--- config.mk ---
export PLATFORM = sky130hd
export DESIGN_NAME = fixlat_wrap
export DESIGN_NICKNAME = d
export VERILOG_FILES = /design/src/rtl/fixlat_pkg.sv /design/src/rtl/fixlat_pipe.sv /design/src/rtl/fixlat_fifo.sv /design/src/rtl/fixlat_credit.sv /design/src/rtl/fixlat_wrap.sv
export SDC_FILE = /design/constraint.sdc
export NUM_CORES = 1
export LEC_CHECK = 0
export ABC_AREA = 1
export BUFFER_PORTS_ARGS = -buffer_cell sky130_fd_sc_hd__buf_4
export CELL_PAD_IN_SITES_DETAIL_PLACEMENT = 0
export CELL_PAD_IN_SITES_GLOBAL_PLACEMENT = 1
export CORE_MARGIN = 2
export CORE_UTILIZATION = 30
export CTS_BUF_LIST = sky130_fd_sc_hd__clkbuf_8
export DETAILED_ROUTE_END_ITERATION = 8
export PLACE_DENSITY_LB_ADDON = 0.15
export REMOVE_ABC_BUFFERS = 1
export SETUP_SLACK_MARGIN = 0.2
export SLEW_MARGIN = 5
export SYNTH_ARGS = -nofsm -noshare
export SYNTH_HDL_FRONTEND = slang
export SYNTH_SLANG_ARGS = --single-unit
export TNS_END_PERCENT = 10
--- constraint.sdc ---
create_clock -name clk_i -period 8.29 [get_ports clk_i]
set_input_delay 2.0725 -clock clk_i [delete_from_list [all_inputs] [get_ports clk_i]]
set_output_delay 2.0725 -clock clk_i [all_outputs]
set_load 0.02 [all_outputs]
--- src/rtl/fixlat_pkg.sv ---
package fixlat_pkg;

  typedef enum logic {
    LW_STALLABLE  = 1'b0,
    LW_STALL_FREE = 1'b1
  } lw_mode_e;

  // counter width able to hold 0..n
  function automatic int unsigned cnt_width(int unsigned n);
    return (n < 1) ? 1 : $clog2(n + 1);
  endfunction

endpackage

--- src/rtl/fixlat_pipe.sv ---
module fixlat_pipe #(
  parameter int unsigned DATA_W  = 16,
  parameter int unsigned LATENCY = 4,
  parameter logic [DATA_W-1:0] ADD_K = 'h35,
  parameter logic [DATA_W-1:0] MUL_K = 'h0b
) (
  input  logic              clk_i,
  input  logic              rst_ni,
  input  logic              in_v_i,
  input  logic [DATA_W-1:0] in_d_i,
  output logic              out_v_o,
  output logic [DATA_W-1:0] out_d_o
);

  logic [LATENCY-1:0] v_q;
  logic [DATA_W-1:0]  d_q   [LATENCY];
  logic [DATA_W-1:0]  nxt_d [LATENCY];

  // stage 0 adds, stage 1 multiplies, later stages only delay
  for (genvar s = 0; s < LATENCY; s++) begin : g_stage
    if (s == 0) begin : g_head
      if (LATENCY == 1) begin : g_fused
        assign nxt_d[s] = (in_d_i + ADD_K) * MUL_K;
      end else begin : g_add
        assign nxt_d[s] = in_d_i + ADD_K;
      end
    end else if (s == 1) begin : g_mul
      assign nxt_d[s] = d_q[0] * MUL_K;
    end else begin : g_dly
      assign nxt_d[s] = d_q[s-1];
    end
  end

  always_ff @(posedge clk_i or negedge rst_ni) begin
    if (!rst_ni) begin
      v_q <= '0;
      for (int i = 0; i < LATENCY; i++) d_q[i] <= '0;
    end else begin
      v_q[0] <= in_v_i;
      d_q[0] <= nxt_d[0];
      for (int i = 1; i < LATENCY; i++) begin
        v_q[i] <= v_q[i-1];
        d_q[i] <= nxt_d[i];
      end
    end
  end

  assign out_v_o = v_q[LATENCY-1];
  assign out_d_o = d_q[LATENCY-1];

endmodule

--- src/rtl/fixlat_fifo.sv ---
module fixlat_fifo #(
  parameter int unsigned WIDTH = 16,
  parameter int unsigned DEPTH = 5
) (
  input  logic             clk_i,
  input  logic             rst_ni,
  input  logic             push_i,
  input  logic [WIDTH-1:0] wdata_i,
  input  logic             pop_i,
  output logic [WIDTH-1:0] rdata_o,
  output logic             empty_o
);

  localparam int unsigned PTR_W = (DEPTH > 1) ? $clog2(DEPTH) : 1;
  localparam int unsigned CNT_W = fixlat_pkg::cnt_width(DEPTH);

  logic [WIDTH-1:0] mem_q [DEPTH];
  logic [PTR_W-1:0] wr_q, rd_q;
  logic [CNT_W-1:0] cnt_q;

  function automatic logic [PTR_W-1:0] bump(logic [PTR_W-1:0] p);
    return (p == PTR_W'(DEPTH - 1)) ? '0 : p + 1'b1;
  endfunction

  always_ff @(posedge clk_i or negedge rst_ni) begin
    if (!rst_ni) begin
      wr_q  <= '0;
      rd_q  <= '0;
      cnt_q <= '0;
    end else begin
      if (push_i) wr_q <= bump(wr_q);
      if (pop_i)  rd_q <= bump(rd_q);
      cnt_q <= cnt_q + CNT_W'(push_i) - CNT_W'(pop_i);
    end
  end

  always_ff @(posedge clk_i) begin
    if (push_i) mem_q[wr_q] <= wdata_i;
  end

  assign rdata_o = mem_q[rd_q];
  assign empty_o = (cnt_q == '0);

endmodule

--- src/rtl/fixlat_credit.sv ---
module fixlat_credit #(
  parameter int unsigned DEPTH = 5
) (
  input  logic clk_i,
  input  logic rst_ni,
  input  logic take_i,
  input  logic give_i,
  output logic room_o
);

  localparam int unsigned CNT_W = fixlat_pkg::cnt_width(DEPTH);

  logic [CNT_W-1:0] used_q;

  always_ff @(posedge clk_i or negedge rst_ni) begin
    if (!rst_ni) used_q <= '0;
    else         used_q <= used_q + CNT_W'(take_i) - CNT_W'(give_i);
  end

  assign room_o = (used_q < CNT_W'(DEPTH));

endmodule

--- src/rtl/fixlat_wrap.sv ---
module fixlat_wrap
  import fixlat_pkg::*;
#(
  parameter int unsigned DATA_W  = 16,
  parameter int unsigned LATENCY = 4,
  parameter lw_mode_e    MODE    = LW_STALLABLE,
  parameter logic [DATA_W-1:0] ADD_K = 'h35,
  parameter logic [DATA_W-1:0] MUL_K = 'h0b
) (
  input  logic              clk_i,
  input  logic              rst_ni,
  input  logic              up_valid_i,
  input  logic [DATA_W-1:0] up_data_i,
  output logic              up_ready_o,
  output logic              dn_valid_o,
  output logic [DATA_W-1:0] dn_data_o,
  input  logic              dn_ready_i
);

  localparam int unsigned DEPTH = LATENCY + 1;

  logic              up_fire;
  logic              pipe_v;
  logic [DATA_W-1:0] pipe_d;

  assign up_fire = up_valid_i & up_ready_o;

  fixlat_pipe #(
    .DATA_W (DATA_W),
    .LATENCY(LATENCY),
    .ADD_K  (ADD_K),
    .MUL_K  (MUL_K)
  ) u_pipe (
    .clk_i  (clk_i),
    .rst_ni (rst_ni),
    .in_v_i (up_fire),
    .in_d_i (up_data_i),
    .out_v_o(pipe_v),
    .out_d_o(pipe_d)
  );

  if (MODE == LW_STALL_FREE) begin : g_free
    assign up_ready_o = 1'b1;
    assign dn_valid_o = pipe_v;
    assign dn_data_o  = pipe_d;
  end else begin : g_stall
    logic              fifo_empty;
    logic [DATA_W-1:0] fifo_head;
    logic              fifo_push;
    logic              fifo_pop;
    logic              dn_fire;

    // pipe output bypasses an empty FIFO so the minimum delay stays LATENCY
    assign dn_valid_o = ~fifo_empty | pipe_v;
    assign dn_data_o  = fifo_empty ? pipe_d : fifo_head;
    assign dn_fire    = dn_valid_o & dn_ready_i;
    assign fifo_push  = pipe_v & ~(fifo_empty & dn_ready_i);
    assign fifo_pop   = ~fifo_empty & dn_ready_i;

    fixlat_fifo #(
      .WIDTH(DATA_W),
      .DEPTH(DEPTH)
    ) u_fifo (
      .clk_i  (clk_i),
      .rst_ni (rst_ni),
      .push_i (fifo_push),
      .wdata_i(pipe_d),
      .pop_i  (fifo_pop),
      .rdata_o(fifo_head),
      .empty_o(fifo_empty)
    );

    fixlat_credit #(
      .DEPTH(DEPTH)
    ) u_credit (
      .clk_i (clk_i),
      .rst_ni(rst_ni),
      .take_i(up_fire),
      .give_i(dn_fire),
      .room_o(up_ready_o)
    );
  end

endmodule

# Word-level counts from Yosys, hierarchy flattened
# Memories as Yosys holds them, arrays and structs flattened.
# Cells that the tools add are included.
# word_totals
out_inout_bits	18
word_cells	35
ram_bits	80
memories	1
reg_bits	80
in_bits	20
# mem_list
name	words	width	rd	rd_clocked_by_memory_dff	wr	line	source
g_stall.u_fifo.mem_q	5	16	1	0	1	fixlat_fifo.sv:17	logic [WIDTH-1:0] mem_q [DEPTH];
# classes
bitwise_logic	8
n_addsub	7
mux	5
reduce_logical	1
magnitude_cmp	1
n_eq_ne	2
mul	1
# op_table
op	n
$add A16 B6 Y16 const B	1
$mul A16 B4 Y16 const B	1
$mux W16	1
$add A3 B1 Y3	2
$add A3 B1 Y3 const B	2
$eq A3 B3 Y1 const B	2
$mux W3	2
$sub A3 B1 Y3	2
$and A1 B1 Y1	5
$logic_not A3 Y1	1
$lt A3 B3 Y1 const B	1
$mux W1	2
$not A1 Y1	2
$or A1 B1 Y1	1

# Depth between registers and ports, before layout
# logic_depth
word_depth	6
depth_mapped	13
mapped_depth_nobuf	13

# Hierarchy
# Synthesis repeated with hierarchy kept, for this count alone.
# unflattened
cells_unflattened	820
hier_area_um2	7966.4
# modules_own_cells
module	area_per_inst_um2	n_inst	cells_each
fixlat_fifo	3927.5	1	373
fixlat_pipe	3532.1	1	369
fixlat_wrap	322.8	1	60
fixlat_credit	183.9	1	18

# Worst setup path before layout
# OpenSTA, ideal clock, no wires.
# synth_timing
path_kind	input-to-reg
startpoint	input port dn_ready_i
endpoint	memory g_stall.u_fifo.mem_q[1][0] (enable)
stages	3
n_path_buf	0
setup_slack_ps	4035
required_time_ps	7860
arrival_ps	3825
setup_ps	430
cell_sequence	inv_1 o21ai_4 nor4_1
# synth_via
elab_chain_len	5
# synth_lines
element	line	source
start, declared	fixlat_wrap.sv:17	input logic dn_ready_i
$and A1 B1 Y1	fixlat_wrap.sv:57	assign fifo_push = pipe_v & ~(fifo_empty & dn_ready_i);
$not A1 Y1	fixlat_wrap.sv:57	
$and A1 B1 Y1	fixlat_wrap.sv:57	
$mux W1	fixlat_fifo.sv:38	if (push_i) mem_q[wr_q] <= wdata_i;
$mux W1 (not written as such)	fixlat_fifo.sv:38	
end, declared	fixlat_fifo.sv:17	
# Every way passes these cells.

# Worst setup path in the final report
# layout_timing
startpoint	register g_stall.u_fifo.rd_q[0]
endpoint	output port dn_data_o[5]
# layout_via
elab_chain_len	2
# layout_lines
element	line	source
start, declared	fixlat_fifo.sv:18	logic [PTR_W-1:0] wr_q, rd_q;
start signal, assigned	fixlat_fifo.sv:32	if (pop_i) rd_q <= bump(rd_q);
$mem_v2 Z5 W16	n/a	
$mux W16	fixlat_wrap.sv:55	assign dn_data_o = fifo_empty ? pipe_d : fifo_head;
end, declared	fixlat_wrap.sv:16	output logic [DATA_W-1:0] dn_data_o,
# Every way passes these cells.

==> reports/qor.yml <==
synth_cell_types: 31
critical_path_class: "flip-flop to output port"
start_util: 0.304
finalClockSkew_ns: 0.0103
regArea_sq_um: 4400
finalHoldViolations: 0
grt_pass1_wl_um: 22900
p_leak_uw: 0.00378
dr.pass1.iters: 6
finalCriticalPeriod_ns: 4.96
io_buffer_count: 37
r2r_slack_ns: 5.57
setup_viol: 0
final_cells: 1069
rows: 57
dp_cells: 1037
layout-drive-gt1-share: 0.123
end_kind: "output port"
fmax_ghz: 0.201
slew_violations: 0
rsz0062_at_grt: "no"
cp_max_fo: 35
ys_warn_count: 0
cts_buffer_depth: 2
postCtsSetupBuffers: 0
ctsRootBufferMaster: "clkbuf_8"
synthesis.area_sq_um: 7370
ios: 38
cts_hold_buf: 0
final_cell_mix: "nand2_1, inv_1, dfrtp_1, edfxtp_1, nand3_1"
min_path_type: "flip-flop to flip-flop"
area_delta_synth_final_pct: 14.5
postSynthRegisterBits: 160
ir_drop_v: 0.000151
fin_hold_ws_ns: 0.345
drc: 0
cts_tree: "done"
cts_resized: 0
syn_area_per_cell_sq_um: 10.7
fin_setup_tns_ns: 0
p_total_uw: 2970
grt_pass1_vias: 4469
grt_antenna_before_repair: 0
multi_input_area_sq_um: 2480
grt_max_degree: 81
ys_seq_area_frac: 0.598
drt-initial-drc-count: 263
vias: 4518
cts.sinks: 160
cts.clk_slew.worst_paths_ns: 0.09
worstPathArrival_ns: 2.89
die_h_um: 161
powerDensity_nw_per_um2: 352
clkLatencyLatePin_ns: 0.45
ctsHtreeMaxLevel: 4
core_sq_um: 24200
tightestPinTransition_ns: 1.22
fillCellCount: 2471
relSlewSlack: 0.188
syn_inst: 688
globalplace.congestion: 0.735
start_kind: "flip-flop"
grt-ovfl-total: 0
antennaDiodeCount: 0
final_area_sq_um: 8430
grt_usage: 0.113
numCtsBuffers: 17
fin_crit_sh: 0.599
nets: 805
crit_required_ns: 6.22
place_area_sq_um: 7990
antenna_left: 0
final_common_cell: "nand2_1"
die-area_sq_um: 25800
status: "finished, final reports clean"
routed_via_density: 4.23
routed_wirelength_um: 13700
maxCapViolations: 0
dp_hpwl_um: 9410
wire_per_inst_um: 12.8
die_w_um: 161
-- metal layers --
metal | vias to the layer above | GRT usage | share of wire
li1 | 2318 | - | -
met1 | 2106 | 0.146 | 0.47
met2 | 78 | 0.190 | 0.48
met3 | 16 | 0.0243 | 0.040
met4 | 0 | 0.0390 | 0.014
met5 | - | 0 | 0
-- worst paths after layout --
| check | from | endpoint | cells after the start |
|---|---|---|---|
| min in group asynchronous | rst_ni | u_pipe.d_q[54] | 1 |
| worst min register to register | u_pipe.d_q[28] | u_pipe.out_d_o[12] | 0 |
| worst max register to register | g_stall.u_fifo.cnt_q[1] | g_stall.u_fifo.cnt_q[2] | 11 |
| worst min-delay path | u_pipe.d_q[28] | u_pipe.out_d_o[12] | 0 |
| worst max-delay path | g_stall.u_fifo.rd_q[0] | dn_data_o[5] | 6 |
| max in group asynchronous | rst_ni | u_pipe.d_q[44] | 1 |
-- per-stage QoR --
step	setup slack (ns)	util
2_1_floorplan	4.02	-
3_3_place_gp	3.84	0.330
3_5_place_dp	3.79	0.330
4_1_cts	3.28	0.348
5_1_grt	3.01	0.348
6_report	3.33	0.348
-- critical path: stages (launching register included) --
cell and delay (ns):
dfrtp_1 1.16, inv_2 0.58, o21ai_0 0.28, o21ai_0 0.11, nand2_1 0.06, a21oi_1 0.08
buf_4 0.16
-- power breakdown --
group	internal [uW]	total, uW	switching, uW
sequential	1110	1280	167
combinational	397	1060	667
clock	332	629	297
-- area by class of cell --
| class | count | area share |
|---|---|---|
| Sequential cell | 160 | 0.522 |
| Multi-Input combinational cell | 407 | 0.294 |
| Tap cell | 324 | 0.0481 |
| Inverter | 105 | 0.0470 |
| Timing Repair Buffer | 41 | 0.0365 |
| Clock buffer | 17 | 0.0277 |
| Clock inverter | 15 | 0.0246 |
-- registers in the layout (all words and copies together) (netlist names) --
name                     cells
u_pipe.d_q                  48
g_stall.u_fifo.rd_q          3
g_stall.u_fifo.cnt_q         3
u_pipe.out_d_o              16
g_stall.u_fifo.wr_q          3
u_pipe.v_q                   4
g_stall.u_credit.used_q      3
g_stall.u_fifo.mem_q        80
-- logic make-up after synthesis --
group / Yosys count / share of synthesized area
adder cells (fa/ha/maj): 53 / 0.104
buffers and inverters: 121 / 0.0715
AO/OA/AOI/OAI: 68 / 0.0506
XOR/XNOR: 21 / 0.0250
AND/OR/NAND/NOR: 265 / 0.151
flip-flops: 160 / 0.598
-- Yosys cell counts --
cell type / number / share of area
nand3_2: 1 / 0.0014
nand3_1: 52 / 0.035
o21ai_1: 5 / 0.0034
inv_1: 99 / 0.050
inv_4: 1 / 0.00085
nand2_1: 143 / 0.073
nor4_1: 3 / 0.0025
buf_2: 5 / 0.0034
o21ai_2: 4 / 0.0048
clkbuf_1: 2 / 0.0010
or2_2: 1 / 0.00085
xor2_1: 14 / 0.017
inv_2: 4 / 0.0020
o21bai_1: 1 / 0.0010
fa_1: 14 / 0.038
nand3b_1: 2 / 0.0020
xnor2_1: 7 / 0.0083
a21oi_2: 1 / 0.0012
nor3_2: 1 / 0.0014
nor2_1: 50 / 0.025
dfrtp_1: 80 / 0.27
o21ai_4: 1 / 0.0022
o21ai_0: 12 / 0.0082
clkinv_1: 1 / 0.00051
ha_1: 39 / 0.066
buf_6: 8 / 0.012
buf_4: 1 / 0.0010
a21oi_1: 44 / 0.030
nand4_1: 5 / 0.0042
nor3_1: 7 / 0.0048
edfxtp_1: 80 / 0.33
(Power assumes the default switching activity.)
